### src/rtl/pm_fastoff_pkg.sv
package pm_fastoff_pkg;
  typedef enum logic [1:0] {
    TM_MINUTE = 2'b00,
    TM_FROZEN = 2'b01,
    TM_CLOCK  = 2'b10,
    TM_MILLI  = 2'b11
  } tick_mode_e;

  typedef struct packed {
    logic [2:0] rsvd;
    tick_mode_e mode;
    logic       scale_en;
    logic       stp_en;
    logic       smi_gate;
  } ctl_t;
endpackage

### src/rtl/pm_tick_gen.sv
module pm_tick_gen
  import pm_fastoff_pkg::*;
#(
  parameter int MS_CYCLES  = 33_000,
  parameter int MIN_CYCLES = 1_980_000_000
) (
  input  logic       clk_i,
  input  logic       rst_ni,
  input  tick_mode_e mode_i,
  input  logic       restart_i,
  output logic       tick_o
);
  localparam int MAXC = (MIN_CYCLES > MS_CYCLES) ? MIN_CYCLES : MS_CYCLES;
  localparam int PW   = $clog2(MAXC) + 1;

  logic [PW-1:0] pcnt_q;
  logic [PW-1:0] lim;
  logic          scaled;

  always_comb begin
    lim    = (mode_i == TM_MILLI) ? PW'(MS_CYCLES - 1) : PW'(MIN_CYCLES - 1);
    scaled = (mode_i == TM_MILLI) || (mode_i == TM_MINUTE);
    tick_o = (mode_i == TM_CLOCK) || (scaled && (pcnt_q == lim));
  end

  always_ff @(posedge clk_i or negedge rst_ni) begin
    if (!rst_ni)            pcnt_q <= '0;
    else if (restart_i)     pcnt_q <= '0;
    else if (scaled) begin
      if (pcnt_q == lim)    pcnt_q <= '0;
      else                  pcnt_q <= pcnt_q + 1'b1;
    end
  end
endmodule

### src/rtl/pm_fastoff_cnt.sv
module pm_fastoff_cnt #(
  parameter int CNT_W = 16
) (
  input  logic             clk_i,
  input  logic             rst_ni,
  input  logic             load_i,
  input  logic [CNT_W-1:0] load_val_i,
  input  logic             tick_i,
  output logic             hit_o,
  output logic             expired_o
);
  logic [CNT_W-1:0] cnt_q;
  logic             run_q;
  logic             exp_q;

  // reload beats expiry in the same cycle
  assign hit_o     = !load_i && run_q && tick_i && (cnt_q <= CNT_W'(1));
  assign expired_o = exp_q;

  always_ff @(posedge clk_i or negedge rst_ni) begin
    if (!rst_ni) begin
      cnt_q <= '0;
      run_q <= 1'b0;
      exp_q <= 1'b0;
    end else begin
      exp_q <= hit_o;
      if (load_i) begin
        cnt_q <= load_val_i;
        run_q <= 1'b1;
      end else if (hit_o) begin
        cnt_q <= '0;
        run_q <= 1'b0;
      end else if (run_q && tick_i) begin
        cnt_q <= cnt_q - 1'b1;
      end
    end
  end
endmodule

### src/rtl/pm_fastoff_ctrl.sv
module pm_fastoff_ctrl
  import pm_fastoff_pkg::*;
#(
  parameter int NUM_EVT    = 4,
  parameter int CNT_W      = 16,
  parameter int MS_CYCLES  = 33_000,
  parameter int MIN_CYCLES = 1_980_000_000
) (
  input  logic               clk_i,
  input  logic               rst_ni,
  input  logic [NUM_EVT-1:0] evt_i,
  input  logic               apm_wr_i,
  input  logic               apm_rd_i,
  input  logic               ctl_we_i,
  input  logic [7:0]         ctl_wdata_i,
  output logic [7:0]         ctl_rdata_o,
  input  logic [CNT_W-1:0]   fo_reload_i,
  input  logic               smi_ack_i,
  output logic               smi_no,
  output logic               stpclk_no,
  output logic               fo_expired_o
);
  ctl_t ctl_q, ctl_n, ctl_w;
  logic pend_q, stp_q;
  logic any_evt, tick, hit, restart;

  assign any_evt = |evt_i;
  assign ctl_w   = ctl_t'({3'b000, ctl_wdata_i[4:0]});
  assign restart = any_evt || (ctl_we_i && (ctl_w.mode != ctl_q.mode));

  always_comb begin
    ctl_n = ctl_q;
    if (ctl_we_i) ctl_n = ctl_w;
    if (apm_wr_i) ctl_n.stp_en = 1'b0;
  end

  always_ff @(posedge clk_i or negedge rst_ni) begin
    if (!rst_ni) begin
      ctl_q  <= '0;
      pend_q <= 1'b0;
      stp_q  <= 1'b0;
    end else begin
      ctl_q <= ctl_n;
      if (any_evt || hit)  pend_q <= 1'b1;
      else if (smi_ack_i)  pend_q <= 1'b0;
      if (apm_wr_i || (ctl_we_i && !ctl_w.stp_en)) stp_q <= 1'b0;
      else if (apm_rd_i && ctl_q.stp_en)          stp_q <= 1'b1;
    end
  end

  pm_tick_gen #(
    .MS_CYCLES (MS_CYCLES),
    .MIN_CYCLES(MIN_CYCLES)
  ) u_tick (
    .clk_i    (clk_i),
    .rst_ni   (rst_ni),
    .mode_i   (ctl_q.mode),
    .restart_i(restart),
    .tick_o   (tick)
  );

  pm_fastoff_cnt #(
    .CNT_W(CNT_W)
  ) u_cnt (
    .clk_i     (clk_i),
    .rst_ni    (rst_ni),
    .load_i    (any_evt),
    .load_val_i(fo_reload_i),
    .tick_i    (tick),
    .hit_o     (hit),
    .expired_o (fo_expired_o)
  );

  assign ctl_rdata_o = ctl_q;
  assign smi_no      = !(pend_q && ctl_q.smi_gate);
  assign stpclk_no   = !stp_q;
endmodule

### config.mk
export PLATFORM = sky130hd
export DESIGN_NAME = pm_fastoff_ctrl
export DESIGN_NICKNAME = d
export VERILOG_FILES = /design/src/rtl/pm_fastoff_pkg.sv /design/src/rtl/pm_tick_gen.sv /design/src/rtl/pm_fastoff_cnt.sv /design/src/rtl/pm_fastoff_ctrl.sv
export SDC_FILE = /design/constraint.sdc
export NUM_CORES = 1
export LEC_CHECK = 0
export BUFFER_PORTS_ARGS = -buffer_cell sky130_fd_sc_hd__buf_2
export CAP_MARGIN = 20
export CORE_MARGIN = 1.5
export CORE_UTILIZATION = 58
export DETAILED_ROUTE_END_ITERATION = 6
export GPL_ROUTABILITY_DRIVEN = 0
export PLACE_DENSITY = 0.8
export SLEW_MARGIN = 20
export SYNTH_ARGS = -nofsm -noshare
export SYNTH_HDL_FRONTEND = slang
export SYNTH_SLANG_ARGS = --single-unit
export TNS_END_PERCENT = 5
### constraint.sdc
create_clock -name clk_i -period 5 [get_ports clk_i]
set_clock_uncertainty 0.05 [all_clocks]
set_input_delay 1 -clock clk_i [delete_from_list [all_inputs] [get_ports clk_i]]
set_output_delay 1 -clock clk_i [all_outputs]
set_load 0.005 [all_outputs]
==> run_results.csv, run 1 <==
group,metric,value,unit
logic_synthesis,netlist_area,3390,µm²
critical_path,setup.worst_path.end_class,"flop",
logic_synthesis,synth_xor_xnor_area_share,5.69,%
min_path,min-delay-path-class,"flop to flop",
timing,finalHoldWorstSlack,452,ps
global_routing,grt_first_pass_wirelength,13600,µm
timing,worst-slew-pin-transition,1020,ps
finish,area_growth,11.6,%
logic_synthesis,postSynthRegisterBits,57,
timing,max_freq,0.339,GHz
finish,fraction_of_layout_cells_with_a_size_suffix_above_1,18.5,%
finish,nets,445,
logic_synthesis,synth_edf_count,0,
timing,finalHoldViolCount,0,
power,power_per_cell_area,258,nW/µm²
critical_path,slowest_delay,680,ps
logic_synthesis,yosysUniqueCellTypes,59,
logic_synthesis,yosysSeqAreaShare,42.1,%
critical_path,worst_setup_path_start_kind,"flop",
logic_synthesis,ys.warnings.count,0,
cts,post-cts-setup-buffer-count,0,
die,effective_utilization_at_floorplan,60.8,%
placement,place.detailed.hpwl,5350,µm
logic_synthesis,synth-compound-area-share,13.6,%
power,power.static_leakage,1.60,nW
timing,tns,0,ps
logic_synthesis,yosys-mux-area-fraction,3.47,%
logic_synthesis,post_synth_inst_count,372,
global_routing,grt_overflow_total,0,
die,placementRows,27,
cts,cts_buffer_depth,2,
critical_path,timing.setup.critical_path_class,"flop to flop",
logic_synthesis,synth_area_per_cell,9.10,µm²
global_routing,grt_max_degree,58,
timing,rsz0062_at_grt,"false",
cts,clkSinkCount,57,
cts,tritoncts_clock_tree,"done",
cts,clockRootBuffer,"sky130_fd_sc_hd__clkbuf_8",
logic_synthesis,yosysTopAreaCellShare,42.1,%
critical_path,path_max_fanout,24,
die,ports_placed_on_the_boundary,45,
critical_path,crit_path_top_delay_cell,"sky130_fd_sc_hd__o31ai_1",
outcome,outcome,"completed",
finish,layoutNonFillerInstCount,482,
logic_synthesis,top_ff_cell_synth,"sky130_fd_sc_hd__dfrtp_1",
cts,worst_skew_pair.late_latency,340,ps
global_routing,grt_use_total,28.0,%
power,comb_power_share,9.3,%
power,power.share.switching,25.7,%
drt,drt_iter0_markers,286,
logic_synthesis,synth_top_area_cells,"sky130_fd_sc_hd__dfrtp_1 (42%), sky130_fd_sc_hd__nor2_1 (5.5%), sky130_fd_sc_hd__nand2_1 (3.4%)",
power,worst_ir_drop_vdd,0.213,mV
timing,headroom_to_the_max_slew_limit,31.0,%
global_routing,vias_in_the_first_global_route,2888,
timing,layout_worst_path_cycle_share,58.9,%
cts,cts-buffers-inserted,9,
power,share_seq_of_total_power,50.0,%
cts,ctsHtreeMaxLevel,3,
logic_synthesis,synth_fa_ha_area_share,1.85,%
drt,firstDrtPassIters,7,
critical_path,cp.arrival,3160,ps
power,fin_total_pwr,0.000976,W
die,chipHeight,79.4,µm
cts,post_cts.resized_instances,0,
die,die_x,79.4,µm
finish,fill_cells,449,
drt,dr_total_vias,3037,
finish,num_antenna_cells,0,
cts,postCtsHoldBufs,0,
die,dieArea,6310,µm²
cts,cts.clk_slew.worst_paths,60,ps
logic_synthesis,synth-async-reset-ratio,100,%
drt,final_antenna_net_count,0,
logic_synthesis,dominant_combinational_cell_family_by_area_after_synthesis,"simple AND/OR/NAND/NOR gates",
power,internal-power,0.000725,W
global_routing,grt_antenna_before_repair,0,
job,maxCapViolCount,0,
drt,route.detailed.wl_per_inst,16.2,µm
drt,remaining_drc_errors,0,
critical_path,cp_cell_sequence,"ha_1 -> nand4b_1 -> o31ai_1 -> and3_2 -> a22oi_4 -> or4_1 -> a31oi_1",
timing,maxSlewViolCount,0,
critical_path,worst_ep_required_time,5210,ps
drt,finalWirelength,7800,µm
logic_synthesis,synth_area_in_simple_gates,29.0,%
logic_synthesis,netlist.top_cell.by_area,"sky130_fd_sc_hd__dfrtp_1",
finish,fin_util,67.8,%
die,core_area,5570,µm²
timing,setup_viol,0,
drt,routed_via_density,6.30,
timing,final.min_clock_period,2950,ps
placement,dp.cells,467,
power,power.net_switching,0.000251,W
placement,io_buffers,38,
power,pwr-share-clk,40.7,%
==> worst paths after layout <==
kind	start	endpoint	slack [ps]	cells after the start
worst min-delay path	ctl_rdata_o[2]$_DFFE_PN0P_	ctl_rdata_o[2]$_DFFE_PN0P_	450	1
min in group asynchronous	rst_ni	u_cnt.cnt_q[6]$_DFFE_PN0P_	750	2
worst max-delay path	ctl_rdata_o[4]$_DFFE_PN0P_	u_cnt.cnt_q[15]$_DFFE_PN0P_	2050	7
max in group asynchronous	rst_ni	u_tick.pcnt_q[2]$_DFFE_PN0P_	3680	2
worst max register to register	ctl_rdata_o[4]$_DFFE_PN0P_	u_cnt.cnt_q[15]$_DFFE_PN0P_	2050	7
worst min register to register	ctl_rdata_o[2]$_DFFE_PN0P_	ctl_rdata_o[2]$_DFFE_PN0P_	450	1
==> power groups by stage <==
| stage | Combinational (W) | Clock [W] | Sequential (W) |
|---|---|---|---|
| 4_1_cts | 0.0000912 | 0.000400 | 0.000487 |
| 2_1_floorplan | 0.0000554 | 0 | 0.000493 |
| 3_5_place_dp | 0.0000908 | 0 | 0.000496 |
| 5_1_grt | 0.000104 | 0.000422 | 0.000490 |
| 3_3_place_gp | 0.0000881 | 0 | 0.000495 |
| 6_report | 0.0000911 | 0.000397 | 0.000488 |
==> routing by layer <==
layer | up-vias | GRT usage (%) | wire length, µm | share of wire (%)
li1 | 1434 | - | - | -
met2 | 122 | 41.9 | 3550 | 45
met3 | 15 | 7.43 | 511 | 6.6
met1 | 1466 | 39.6 | 3610 | 46
met5 | - | 0 | 0 | 0
met4 | 0 | 9.12 | 127 | 1.6
==> worst max-delay path: cells and delay by family (launching register included) <==
kind / cells / cell delay [ps]
compound gates: 3 / 1020
fa+ha+maj: 1 / 260
flops: 1 / 440
simple gates: 3 / 1100
==> layout by cell type (no fill, tap or decap), types with 8 or more instances in the layout <==
cell	synthesis	final
sky130_fd_sc_hd__buf_2	4	38
sky130_fd_sc_hd__a21oi_1	9	9
sky130_fd_sc_hd__nor2_1	50	50
sky130_fd_sc_hd__dfrtp_1	57	57
sky130_fd_sc_hd__nand2_1	31	31
sky130_fd_sc_hd__inv_1	10	10
sky130_fd_sc_hd__xor2_1	12	12
sky130_fd_sc_hd__clkbuf_8	1	12
sky130_fd_sc_hd__nand3_1	20	20
sky130_fd_sc_hd__o21ai_0	14	14
sky130_fd_sc_hd__nor4_1	9	9
sky130_fd_sc_hd__nand4_1	11	11
sky130_fd_sc_hd__xnor2_1	10	10
sky130_fd_sc_hd__or4_1	8	8
sky130_fd_sc_hd__nor3_1	18	18
==> cells in the mapped netlist, types with 5 or more instances <==
cell and instances:
sky130_fd_sc_hd__dfrtp_1 57, sky130_fd_sc_hd__nor2_1 50, sky130_fd_sc_hd__nand2_1 31, sky130_fd_sc_hd__nand3_1 20
sky130_fd_sc_hd__nor3_1 18, sky130_fd_sc_hd__o21ai_0 14, sky130_fd_sc_hd__xor2_1 12, sky130_fd_sc_hd__nand4_1 11
sky130_fd_sc_hd__clkbuf_1 10, sky130_fd_sc_hd__inv_1 10, sky130_fd_sc_hd__xnor2_1 10, sky130_fd_sc_hd__a21oi_1 9
sky130_fd_sc_hd__nor4_1 9, sky130_fd_sc_hd__or4_1 8, sky130_fd_sc_hd__a31oi_1 6, sky130_fd_sc_hd__and3_1 6
sky130_fd_sc_hd__mux2_2 6, sky130_fd_sc_hd__ha_1 5, sky130_fd_sc_hd__mux2i_1 5, sky130_fd_sc_hd__o31ai_1 5
==> layout make-up <==
type / instances / area (µm²) / area share, %
inverter: 10 / 37.5 / 0.993
multi-input combinational: 288 / 1840 / 48.7
tap: 72 / 90.1 / 2.38
clock buffer: 12 / 165 / 4.37
timing repair buffer: 40 / 205 / 5.43
clock inverter: 3 / 15.0 / 0.397
sequential: 57 / 1430 / 37.7
==> cells by family after synthesis <==
family / after synthesis
and+or+nand+nor: 184
muxes: 11
AOI/OAI and AO/OA: 63
DFF: 57
buffers and inverters: 29
adders and majority gates: 5
xor gates and xnor gates: 22
other: 1
==> state kept, by name (all words and copies together), names as in the netlist <==
name	flops
ctl_rdata_o	5
u_cnt.expired_o	1
u_cnt.cnt_q	16
u_cnt.run_q	1
stp_q	1
u_tick.pcnt_q	32
pend_q	1
==> stage by stage <==
step	setup slack, ps	area, µm²
floorplan	2400	3390
global placement	1620	3590
detailed placement	1480	3590
CTS	1830	3770
global route	1860	3780
finish	2050	3780
(Power assumes the default switching activity.)
==> inputs of run 2 (changes only) <==
--- a/config.mk
+++ b/config.mk
@@ -5,6 +5,7 @@
 export SDC_FILE = /design/constraint.sdc
 export NUM_CORES = 1
 export LEC_CHECK = 0
+export ABC_AREA = 1
 export BUFFER_PORTS_ARGS = -buffer_cell sky130_fd_sc_hd__buf_2
 export CAP_MARGIN = 20
 export CORE_MARGIN = 1.5
==> constraint.sdc (replaced) <==
create_clock -name clk_i -period 2.75 [get_ports clk_i]
set_clock_uncertainty 0.05 [all_clocks]
set_input_delay 0.55 -clock clk_i [delete_from_list [all_inputs] [get_ports clk_i]]
set_output_delay 0.55 -clock clk_i [all_outputs]
set_load 0.005 [all_outputs]
==> run 2 against run 1 <==
  * Cell area increased by 11%
  * Register-to-register slack worse by 1600 ps
  * Total power increased by 100%
  * Sequential share of layout area fell by 3.8 points
  * Count of clock-buffer cells in the layout increased by 3
  * Global-route usage fell by 0.93 points
  * Critical endpoint is now u_cnt.cnt_q[10]$_DFFE_PN0P_
==> run_results.csv, run 2 <==
group,metric,value,unit
outcome,outcome,"completed",
critical_path,critical_register_to_register_path_startpoint,"ctl_rdata_o[4]$_DFFE_PN0P_",
finish,fraction_of_layout_cells_with_a_size_suffix_above_1,12.5,%
min_path,min-delay-path-class,"input port to asynchronous set/reset pin",
drt,routed_via_density,5.45,
timing,headroom_to_the_max_slew_limit,55.7,%
cts,cts_buffer_depth,2,
critical_path,timing.setup.critical_path_class,"flop to flop",
critical_path,setup.worst_path.end_class,"flop",
logic_synthesis,postSynthRegisterBits,57,
global_routing,grt_first_pass_wirelength,15300,µm
cts,tritoncts_clock_tree,"done",
cts,post-cts-setup-buffer-count,0,
timing,finalHoldViolCount,0,
job,maxCapViolCount,0,
critical_path,timing.reg2reg.worst_path_depth,15,
critical_path,cp.arrival,2500,ps
critical_path,kind_of_cell_adding_the_most_delay_to_the_critical_path,"simple AND/OR/NAND/NOR gates",
timing,rsz0062_at_grt,"false",
global_routing,grt_max_degree,30,
finish,fin_util,67.0,%
logic_synthesis,top_ff_cell_synth,"sky130_fd_sc_hd__dfrtp_1",
global_routing,grt_overflow_total,0,
drt,final_antenna_net_count,0,
critical_path,worst_ep_required_time,2930,ps
cts,ctsHtreeMaxLevel,3,
logic_synthesis,post_synth_inst_count,539,
cts,clkSinkCount,57,
logic_synthesis,netlist_area,3720,µm²
die,chipHeight,83.1,µm
finish,nets,619,
power,power.static_leakage,1.99,nW
critical_path,reg2reg_slack,430,ps
finish,final_cell_mix,"sky130_fd_sc_hd__nand2_1 (148), sky130_fd_sc_hd__inv_1 (71), sky130_fd_sc_hd__nor2_1 (70), sky130_fd_sc_hd__dfrtp_1 (57), sky130_fd_sc_hd__nand3_1 (44)",
critical_path,worst_r2r_endpoint,"u_cnt.cnt_q[10]$_DFFE_PN0P_",
finish,final_common_cell,"sky130_fd_sc_hd__nand2_1",
finish,area_growth,13.0,%
placement,io_buffers,38,
finish,top_register,"u_tick.pcnt_q",
critical_path,worst_setup_path_start_kind,"flop",
timing,max_freq,0.432,GHz
die,effective_utilization_at_floorplan,59.3,%
power,worst_ir_drop_vdd,0.351,mV
cts,clockRootBuffer,"sky130_fd_sc_hd__clkbuf_8",
global_routing,vias_in_the_first_global_route,3338,
cts,post_cts.resized_instances,0,
timing,finalHoldWorstSlack,187,ps
die,die_x,83.1,µm
logic_synthesis,post-synth-top-count-cell,"sky130_fd_sc_hd__nand2_1",
logic_synthesis,synth_top_cells_by_count,"sky130_fd_sc_hd__nand2_1 (148), sky130_fd_sc_hd__inv_1 (71), sky130_fd_sc_hd__nor2_1 (70)",
critical_path,slowest_delay,430,ps
timing,setup_viol,0,
drt,dr_total_vias,3605,
global_routing,grt_use_total,27.1,%
die,dieArea,6910,µm²
drt,firstDrtPassIters,5,
finish,number_of_flip_flops_under_the_largest_register_name,32,
drt,drt_iter0_markers,433,
placement,place.detailed.hpwl,6260,µm
logic_synthesis,synth-async-reset-ratio,100,%
timing,maxSlewViolCount,0,
logic_synthesis,netlist.top_cell.by_area,"sky130_fd_sc_hd__dfrtp_1",
critical_path,worst_path_bufs_invs,3,
logic_synthesis,yosysSeqAreaShare,38.3,%
cts,postCtsHoldBufs,0,
die,ports_placed_on_the_boundary,45,
timing,final.min_clock_period,2320,ps
timing,worst-slew-pin-transition,664,ps
logic_synthesis,synth_top_area_cells,"sky130_fd_sc_hd__dfrtp_1 (38%), sky130_fd_sc_hd__nand2_1 (15%), sky130_fd_sc_hd__inv_1 (7.2%)",
logic_synthesis,ys.warnings.count,0,
drt,route.detailed.wl_per_inst,13.2,µm
cts,cts.clk_slew.worst_paths,70,ps
finish,num_antenna_cells,0,
die,core_area,6280,µm²
logic_synthesis,synth_area_per_cell,6.91,µm²
timing,layout_worst_path_cycle_share,84.2,%
cts,cts-buffers-inserted,9,
cts,worst_skew_pair.late_latency,340,ps
die,placementRows,29,
critical_path,cp_cell_sequence,"ha_1 -> inv_2 -> nor2_1 -> nand2_1 -> nand2_1 -> nand3_1 -> nor2_1 -> nand3_1 -> nand2_1 -> nand2_1 -> buf_4 -> nand3_1 -> nand2_1 -> inv_1 -> nand2_1",
logic_synthesis,yosysTopAreaCellShare,38.3,%
drt,finalWirelength,8750,µm
critical_path,crit_path_top_delay_cell,"sky130_fd_sc_hd__dfrtp_1",
critical_path,path_common_cell,"sky130_fd_sc_hd__nand2_1",
critical_path,path_max_fanout,12,
power,power_per_cell_area,468,nW/µm²
timing,tns,0,ps
logic_synthesis,synth_edf_count,0,
logic_synthesis,yosysUniqueCellTypes,35,
global_routing,grt_antenna_before_repair,0,
drt,remaining_drc_errors,0,
[run 2: cell types whose count changed after synthesis, moves of 13 or more]
cell	change
sky130_fd_sc_hd__inv_1	+61
sky130_fd_sc_hd__nand3_1	+24
sky130_fd_sc_hd__nand4_1	+15
sky130_fd_sc_hd__nand2_1	+117
sky130_fd_sc_hd__nor2_1	+20
sky130_fd_sc_hd__a21oi_1	+13
[run 2: power breakdown]
group          switching (W)  total [W]  internal (W)
Sequential         0.0000271   0.000889      0.000862
Combinational       0.000119   0.000195     0.0000755
Clock               0.000340   0.000883      0.000543
Total               0.000486    0.00197       0.00148
[run 2: worst reg2reg max path, delay by kind of cell (launching register included)]
kind	cells	cell delay, ps
and+or+nand+nor	11	970
DFF	1	430
buffers and inverters	3	420
adders and majority gates	1	340
[run 2: cell families after synthesis]
| family | share of synthesized area [%] |
|---|---|
| simple gates | 37.7 |
| buf+inv | 10.0 |
| flops | 38.3 |
| compound gates | 6.28 |
| xor+xnor | 5.65 |
| fa+ha+maj | 1.68 |
| other cells | 0.101 |
| mux | 0.269 |
[run 2: cell type report]
cell class                      count  area, µm²
Fill cell                         558       2070
Clock inverter                      1       30.0
Tap cell                           77       96.3
Inverter                           74        278
Clock buffer                       15        196
Timing Repair Buffer               44        248
Multi-Input combinational cell    394       1930
Sequential cell                    57       1430
[run 2: worst max-delay path by stage]
| stage | endpoint | depth (start not counted) | startpoint |
|---|---|---|---|
| after global routing | u_cnt.cnt_q[7]$_DFFE_PN0P_ | 14 | ctl_rdata_o[4]$_DFFE_PN0P_ |
| after global placement | u_tick.pcnt_q[22]$_DFFE_PN0P_ | 9 | evt_i[1] |
| after CTS | u_cnt.cnt_q[10]$_DFFE_PN0P_ | 15 | ctl_rdata_o[4]$_DFFE_PN0P_ |
| after floorplan | u_cnt.run_q$_DFFE_PN0P_ | 13 | ctl_rdata_o[3]$_DFFE_PN0P_ |
| after detailed placement | u_cnt.cnt_q[0]$_DFFE_PN0P_ | 15 | ctl_rdata_o[4]$_DFFE_PN0P_ |
| final | u_cnt.cnt_q[10]$_DFFE_PN0P_ | 15 | ctl_rdata_o[4]$_DFFE_PN0P_ |
[run 2: metal layers]
layer | vias up | part of all wire [%] | track usage [%]
met5 | - | 0 | 0
met4 | 0 | 2.3 | 11.2
met3 | 28 | 7.6 | 6.56
met2 | 166 | 43 | 38.7
met1 | 1610 | 47 | 39.5
li1 | 1801 | - | -
[run 2: per-stage QoR]
| step | total power [W] | instance area [µm²] | setup slack, ps | cells |
|---|---|---|---|---|
| CTS | 0.00198 | 4210 | 429 | 662 |
| floorplan | 0.00102 | 3730 | 801 | 541 |
| global route | 0.00204 | 4210 | 194 | 662 |
| detailed placement | 0.00110 | 3980 | 424 | 646 |
| finish | 0.00197 | 4210 | 434 | 662 |
| global placement | 0.00109 | 3980 | 522 | 646 |
